===== config.mk =====
export PLATFORM = sky130hd
export DESIGN_NAME = ssp_slave
export DESIGN_NICKNAME = d
export VERILOG_FILES = /design/src/rtl/ssp_pkg.sv /design/src/rtl/ssp_pin_sync.sv /design/src/rtl/ssp_edge_gen.sv /design/src/rtl/ssp_tx_path.sv /design/src/rtl/ssp_rx_path.sv /design/src/rtl/ssp_slave.sv
export SDC_FILE = /design/constraint.sdc
export NUM_CORES = 1
export LEC_CHECK = 0
export BUFFER_PORTS_ARGS = -buffer_cell sky130_fd_sc_hd__buf_4
export CAP_MARGIN = 0
export CELL_PAD_IN_SITES_DETAIL_PLACEMENT = 1
export CELL_PAD_IN_SITES_GLOBAL_PLACEMENT = 2
export CORE_AREA = 5 5 83 100
export DETAILED_ROUTE_END_ITERATION = 12
export DIE_AREA = 0 0 88 105
export PLACE_DENSITY = 0.85
export SLEW_MARGIN = 20
export SYNTH_ARGS = -nofsm -noshare
export SYNTH_HDL_FRONTEND = slang
export SYNTH_SLANG_ARGS = --single-unit

===== constraint.sdc =====
create_clock -name clk -period 5.82 [get_ports clk]
set_input_delay 1.164 -clock clk [delete_from_list [all_inputs] [get_ports clk]]
set_output_delay 1.164 -clock clk [all_outputs]
set_load 0.005 [all_outputs]

===== src/rtl/ssp_pkg.sv =====
package ssp_pkg;

   // Per-direction events decoded from the synchronized bit clock and sync.
   typedef struct packed {
      logic launch;    // edge on which outgoing data changes
      logic capture;   // edge on which incoming data is sampled
      logic fs_start;  // capture edge that opens a frame
   } ssp_evt_t;

   localparam int unsigned SSP_PIN_COUNT = 5;

endpackage


===== src/rtl/ssp_pin_sync.sv =====
module ssp_pin_sync #(
   parameter int unsigned WIDTH  = 5,
   parameter int unsigned STAGES = 2
) (
   input  logic             clk,
   input  logic             rst_n,
   input  logic [WIDTH-1:0] pin_raw,
   output logic [WIDTH-1:0] pin_sync
);

   logic [WIDTH-1:0] stage_q [STAGES];

   always_ff @(posedge clk or negedge rst_n) begin
      if (!rst_n) stage_q[0] <= '0;
      else        stage_q[0] <= pin_raw;
   end

   for (genvar s = 1; s < STAGES; s++) begin : g_stage
      always_ff @(posedge clk or negedge rst_n) begin
         if (!rst_n) stage_q[s] <= '0;
         else        stage_q[s] <= stage_q[s-1];
      end
   end

   assign pin_sync = stage_q[STAGES-1];

endmodule


===== src/rtl/ssp_edge_gen.sv =====
module ssp_edge_gen
   import ssp_pkg::*;
(
   input  logic     clk,
   input  logic     rst_n,
   input  logic     bclk_s,
   input  logic     fs_s,
   input  logic     cfg_launch_fall,
   input  logic     cfg_fs_low,
   output ssp_evt_t evt
);

   logic bclk_d;
   logic fs_seen_q;
   logic rise, fall, fs_act;

   assign rise   = bclk_s & ~bclk_d;
   assign fall   = ~bclk_s & bclk_d;
   assign fs_act = fs_s ^ cfg_fs_low;

   assign evt.launch   = cfg_launch_fall ? fall : rise;
   assign evt.capture  = cfg_launch_fall ? rise : fall;
   assign evt.fs_start = evt.capture & fs_act & ~fs_seen_q;

   always_ff @(posedge clk or negedge rst_n) begin
      if (!rst_n) begin
         bclk_d    <= 1'b0;
         fs_seen_q <= 1'b0;
      end else begin
         bclk_d <= bclk_s;
         if (evt.capture) fs_seen_q <= fs_act;
      end
   end

endmodule


===== src/rtl/ssp_tx_path.sv =====
module ssp_tx_path
   import ssp_pkg::*;
#(
   parameter int unsigned WORD_W       = 8,
   parameter bit          IDLE_RELEASE = 1'b1
) (
   input  logic              clk,
   input  logic              rst_n,
   input  ssp_evt_t          evt,
   input  logic [WORD_W-1:0] tx_data,
   input  logic              tx_valid,
   output logic              tx_ready,
   output logic              ser_dout,
   output logic              ser_dout_en,
   output logic              underrun,
   output logic              fs_err
);

   localparam int unsigned CNT_W = $clog2(WORD_W + 1);

   logic [WORD_W-1:0] hold_q, last_q, shift_q;
   logic              hold_full_q;
   logic [CNT_W-1:0]  left_q;
   logic              active_q, bit_q;
   logic              underrun_q, fs_err_q;

   assign tx_ready = ~hold_full_q;
   assign underrun = underrun_q;
   assign fs_err   = fs_err_q;

   always_ff @(posedge clk or negedge rst_n) begin
      if (!rst_n) begin
         hold_q      <= '0;
         last_q      <= '0;
         shift_q     <= '0;
         hold_full_q <= 1'b0;
         left_q      <= '0;
         active_q    <= 1'b0;
         bit_q       <= 1'b0;
         underrun_q  <= 1'b0;
         fs_err_q    <= 1'b0;
      end else begin
         underrun_q <= 1'b0;
         fs_err_q   <= 1'b0;
         if (evt.fs_start) begin
            fs_err_q <= (left_q != '0);
            left_q   <= CNT_W'(WORD_W);
            if (hold_full_q) begin
               shift_q     <= hold_q;
               last_q      <= hold_q;
               hold_full_q <= 1'b0;
            end else begin
               shift_q    <= last_q;
               underrun_q <= 1'b1;
            end
         end else if (evt.launch) begin
            if (left_q != '0) begin
               bit_q    <= shift_q[WORD_W-1];
               shift_q  <= {shift_q[WORD_W-2:0], 1'b0};
               left_q   <= left_q - CNT_W'(1);
               active_q <= 1'b1;
            end else begin
               bit_q    <= 1'b0;
               active_q <= 1'b0;
            end
         end
         // Holding register accepts only while empty; cannot clash with
         // the consume above, which needs it full.
         if (tx_valid && !hold_full_q) begin
            hold_q      <= tx_data;
            hold_full_q <= 1'b1;
         end
      end
   end

   assign ser_dout = bit_q;

   if (IDLE_RELEASE) begin : g_release
      assign ser_dout_en = active_q;
   end else begin : g_drive_zero
      assign ser_dout_en = 1'b1;
   end

endmodule


===== src/rtl/ssp_rx_path.sv =====
module ssp_rx_path
   import ssp_pkg::*;
#(
   parameter int unsigned WORD_W = 8
) (
   input  logic              clk,
   input  logic              rst_n,
   input  ssp_evt_t          evt,
   input  logic              din_s,
   output logic [WORD_W-1:0] rx_data,
   output logic              rx_valid,
   output logic              fs_err
);

   localparam int unsigned CNT_W = $clog2(WORD_W + 1);

   logic [WORD_W-1:0] shift_q, data_q;
   logic [CNT_W-1:0]  left_q;
   logic              valid_q, fs_err_q;
   logic [WORD_W-1:0] next_word;

   assign next_word = {shift_q[WORD_W-2:0], din_s};
   assign rx_data   = data_q;
   assign rx_valid  = valid_q;
   assign fs_err    = fs_err_q;

   always_ff @(posedge clk or negedge rst_n) begin
      if (!rst_n) begin
         shift_q  <= '0;
         data_q   <= '0;
         left_q   <= '0;
         valid_q  <= 1'b0;
         fs_err_q <= 1'b0;
      end else begin
         valid_q  <= 1'b0;
         fs_err_q <= 1'b0;
         if (evt.fs_start) begin
            fs_err_q <= (left_q != '0);
            left_q   <= CNT_W'(WORD_W);
         end else if (evt.capture && left_q != '0) begin
            shift_q <= next_word;
            left_q  <= left_q - CNT_W'(1);
            if (left_q == CNT_W'(1)) begin
               data_q  <= next_word;
               valid_q <= 1'b1;
            end
         end
      end
   end

endmodule


===== src/rtl/ssp_slave.sv =====
module ssp_slave
   import ssp_pkg::*;
#(
   parameter int unsigned WORD_W       = 8,
   parameter int unsigned SYNC_STAGES  = 2,
   parameter bit          IDLE_RELEASE = 1'b1
) (
   input  logic              clk,
   input  logic              rst_n,
   input  logic              cfg_four_pin,
   input  logic              cfg_fs_low,
   input  logic              cfg_launch_fall,
   input  logic              tx_bclk,
   input  logic              tx_fsync,
   input  logic              rx_bclk,
   input  logic              rx_fsync,
   input  logic              ser_din,
   output logic              ser_dout,
   output logic              ser_dout_en,
   input  logic [WORD_W-1:0] tx_data,
   input  logic              tx_valid,
   output logic              tx_ready,
   output logic [WORD_W-1:0] rx_data,
   output logic              rx_valid,
   output logic              tx_underrun,
   output logic              tx_fs_err,
   output logic              rx_fs_err
);

   localparam int unsigned SIDES = 2;

   if (WORD_W < 2) begin : g_bad_word
      $error("ssp_slave: WORD_W must be at least 2");
   end
   if (SYNC_STAGES < 2) begin : g_bad_sync
      $error("ssp_slave: SYNC_STAGES must be at least 2");
   end

   logic [SSP_PIN_COUNT-1:0] pins_raw, pins_s;
   logic [SIDES-1:0]         bclk_pick, fs_pick;
   ssp_evt_t                 evt [SIDES];

   assign pins_raw = {ser_din, rx_fsync, rx_bclk, tx_fsync, tx_bclk};

   ssp_pin_sync #(
      .WIDTH  (SSP_PIN_COUNT),
      .STAGES (SYNC_STAGES)
   ) u_sync (
      .clk      (clk),
      .rst_n    (rst_n),
      .pin_raw  (pins_raw),
      .pin_sync (pins_s)
   );

   // side 0 = transmit, side 1 = receive (looped to transmit pins in 4-pin)
   assign bclk_pick[0] = pins_s[0];
   assign fs_pick[0]   = pins_s[1];
   assign bclk_pick[1] = cfg_four_pin ? pins_s[0] : pins_s[2];
   assign fs_pick[1]   = cfg_four_pin ? pins_s[1] : pins_s[3];

   for (genvar g = 0; g < SIDES; g++) begin : g_side
      ssp_edge_gen u_edge (
         .clk             (clk),
         .rst_n           (rst_n),
         .bclk_s          (bclk_pick[g]),
         .fs_s            (fs_pick[g]),
         .cfg_launch_fall (cfg_launch_fall),
         .cfg_fs_low      (cfg_fs_low),
         .evt             (evt[g])
      );
   end

   ssp_tx_path #(
      .WORD_W       (WORD_W),
      .IDLE_RELEASE (IDLE_RELEASE)
   ) u_tx (
      .clk         (clk),
      .rst_n       (rst_n),
      .evt         (evt[0]),
      .tx_data     (tx_data),
      .tx_valid    (tx_valid),
      .tx_ready    (tx_ready),
      .ser_dout    (ser_dout),
      .ser_dout_en (ser_dout_en),
      .underrun    (tx_underrun),
      .fs_err      (tx_fs_err)
   );

   ssp_rx_path #(
      .WORD_W (WORD_W)
   ) u_rx (
      .clk      (clk),
      .rst_n    (rst_n),
      .evt      (evt[1]),
      .din_s    (pins_s[4]),
      .rx_data  (rx_data),
      .rx_valid (rx_valid),
      .fs_err   (rx_fs_err)
   );

endmodule


==> flow_summary.yaml <==
clocking:
  cts_resized: 0
  ctsHoldBuffers: 0
  cts.sinks: 68
  h-tree-depth: 3
  ctsLongestPathBuffers: 2
  cts_root_buf: "clkbuf_8"
  postCtsSetupBuffers: 0
  tritoncts: "built"
  numCtsBuffers: 9
  clock_latency_ps: 340
  clkSlewWorstSetupHoldPaths_ps: 70
power_and_ir_drop:
  irDropWorstVdd_v: 0.0002171
  p_switching_uw: 455.7
  power_frac_seq_pct: 47.5
  power_leakage_uw: 0.001708
  powerDensity_nw_per_um2: 443.6
  combPwrFrac_pct: 24.6
  swShare_pct: 29.00
  internal_power_uw: 1116
  clockPowerShare_pct: 27.9
floorplanning:
  fp.coreArea_um2: 7189
  io_pins: 34
  rows: 34
  die_w_um: 88
  start_util_pct: 41.75
  fp.dieH_um: 105
  die-area_um2: 9240
cells_and_area:
  drive_gt1_share_pct: 31.80
  instances_no_fill: 351
  n_antenna_cell: 0
  fillCellCount: 746
  fin_area_um2: 3542
  regArea_um2: 1702
  nets: 279
  multiInputGateArea_um2: 1202
  area_growth_pct: 18.01
timing:
  whs_ps: 350.1
  finalSetupViolations: 0
  slew_headroom_pct: 43.89
  period_needed_ps: 2638
  hold_viol_final: 0
  finalCritPeriodShare_pct: 45.33
  fin_setup_tns_ps: 0
  fin_skew_ps: 8.626
  tightest_slew_ps: 841.7
  max_freq_mhz: 379.1
  slew_violations: 0
  rsz0062_at_grt: "false"
  setup_slack_ps: 3182
synth:
  yosysTopAreaCell: "dfrtp_1"
  synth_edf_count: 0
  synth_top_area_share_pct: 56.69
  synthesis.area_um2: 3002
  synth-seq-cells: 68
  synth_cells: 220
  yosysWarnings: 0
  syn_area_per_cell_um2: 13.64
  synthDistinctLibCells: 50
  async_reset_ff_share_pct: 100.0
  syn-num-nets: 243
  synth_ff_type: "dfrtp_1"
  synthTopCellsByArea: "dfrtp_1 (57%), mux2i_1 (8.0%), mux2_2 (6.8%), mux2_4 (4.0%), mux2_1 (2.6%)"
  yosysSeqAreaShare_pct: 56.69
worst_setup_path:
  criticalPathCategory: "primary input to flop"
  crit_buf_inv: 1
  critPathLaunchType: "primary input"
  r2r_cells: 4
  end_kind: "flop"
  cp_cell_sequence: "buf_4 > xor2_1 > o211a_1 > and2_1 > mux2_2"
  cp.arrival_ps: 2870
  worstPathMaxFanout: 11
  cp_top_family: "compound AO/OA/AOI/OAI gates"
  cp_slowest_cell: "o211a_1"
  max_stage_delay_ps: 490
  cp.required_ps: 6050
  cp_num_cells: 5
placed_design:
  dp.cells: 335
  gp_congestion: 0.7119
  place_ws_ps: 2787
  place_hpwl_mm: 3.688
  port_buffers: 33
  dpl-instance-area_um2: 3317
global_routing:
  grt_start_max_net_pins: 69
  antenna_found_initial: 0
  grt_usage_pct: 13.06
  grt_pass1_wl_mm: 9.487
  overflow: 0
  grt_pass1_vias: 1966
worst_hold_path:
  holdCritPathClass: "flop to flop"
  holdPathStages: 0
route:
  drc: 0
  num_vias: 1785
  dr.pass1.iters: 4
  routed_wl_mm: 5.373
  antenna_left: 0
  wl_per_cell_um: 15.31
  drtIter0Drc: 51
  vias_per_cell: 5.085
run_status:
  status: "finished, final reports clean"
flow_run:
  drv_cap: 0
per-stage QoR:
step                      util, %  total power (µW)
after floorplan                 -              1007
after global placement      46.14              1123
after detailed placement    46.14              1151
after CTS                   49.27              1594
after global routing        49.27              1679
final                       49.27              1571
cells in the final DEF (no fill, tap or decap), drive strengths merged, types with 2 or more instances in the layout:
master and instances:
o21ai 3, a22o 2, nand3b 2, ha 4, clkbuf 10, a21oi 2, clkinv 4, nand2b 4
nor3b 2, nor2 7, o22ai 3, mux2 33, mux2i 27, nor3 3, buf 33, bufinv 2
nand2 4, a21boi 4, nor2b 2, and2 3, and3 2, dfrtp 68, or3b 2, inv 14
nand3 6
layout make-up:
type                    instances  area share, %
flip-flops and latches         68          48.04
multi-input cells             130          33.95
repair buffers                 33          6.994
clock buffers                  10          3.886
well taps                      90          3.179
clock inverters                 6          2.473
inverters                      14          1.484
routing by layer:
| metal | track usage, % | part of all wire [%] |
|---|---|---|
| met1 | 16.66 | 45 |
| met2 | 20.53 | 50 |
| met3 | 3.228 | 3.9 |
| met4 | 6.250 | 1.6 |
| met5 | 0 | 0 |
worst reg2reg max path, delay by kind of cell, from the launching register on:
family / cells / cell delay (ps)
simple gates: 2 / 670
flops: 1 / 590
mux: 1 / 390
compound gates: 1 / 450
state kept, by name, summed over array words and instances (netlist names):
register                 cells
g_side.u_edge.bclk_d         2
g_side.u_edge.fs_seen_q      2
u_rx.fs_err                  1
u_rx.left_q                  4
u_rx.rx_data                 8
u_rx.rx_valid                1
u_rx.shift_q                 7
u_sync.pin_sync              5
u_sync.stage_q               5
u_tx.fs_err                  1
u_tx.hold_full_q             1
u_tx.hold_q                  8
u_tx.last_q                  8
u_tx.left_q                  4
u_tx.ser_dout                1
u_tx.ser_dout_en             1
u_tx.shift_q                 8
u_tx.underrun                1
final timing paths:
path | slack (ps) | end | from
worst min register to register | 350 | u_sync.pin_sync[3] | u_sync.stage_q[8]
worst max register to register | 3610 | u_tx.last_q[6] | u_sync.pin_sync[0]
min in group asynchronous | 920 | u_rx.rx_data[0] | rst_n
max in group asynchronous | 4340 | g_side[0].u_edge.fs_seen_q | rst_n
worst max-delay path | 3180 | u_tx.last_q[6] | cfg_fs_low
worst min-delay path | 350 | u_sync.pin_sync[3] | u_sync.stage_q[8]
synthesized netlist by cell type, drive strengths merged, types with 2 or more instances:
| cell | number |
|---|---|
| nand3b | 2 |
| a22o | 2 |
| or3b | 2 |
| dfrtp | 68 |
| ha | 4 |
| nor3 | 3 |
| o21ai | 3 |
| mux2i | 27 |
| nand2 | 4 |
| nand2b | 4 |
| o22ai | 3 |
| inv | 14 |
| mux2 | 33 |
| nor2 | 7 |
| nand3 | 6 |
| nor3b | 2 |
| nor2b | 2 |
| buf | 6 |
| and2 | 3 |
| and3 | 2 |
| clkbuf | 2 |
| a21oi | 2 |
| a21boi | 4 |
kinds of logic (layout without fill, tap and decap cells):
family / after synthesis / count (layout) / synth area share, %
muxes: 60 / 60 / 23.34
buffers and inverters: 22 / 63 / 3.251
adders and majority gates: 4 / 4 / 1.667
AOI/OAI and AO/OA: 22 / 22 / 5.544
DFF: 68 / 68 / 56.69
and+or+nand+nor: 42 / 42 / 8.920
xor gates and xnor gates: 2 / 2 / 0.5837
power groups by stage:
stage	Clock, µW	Combinational, µW	Sequential (µW)
3_5_place_dp	0	394	757
6_report	438	387	746
4_1_cts	448	396	749
2_1_floorplan	0	288	719
5_1_grt	472	435	772
3_3_place_gp	0	376	747
Power figures use the tool's default switching activity.
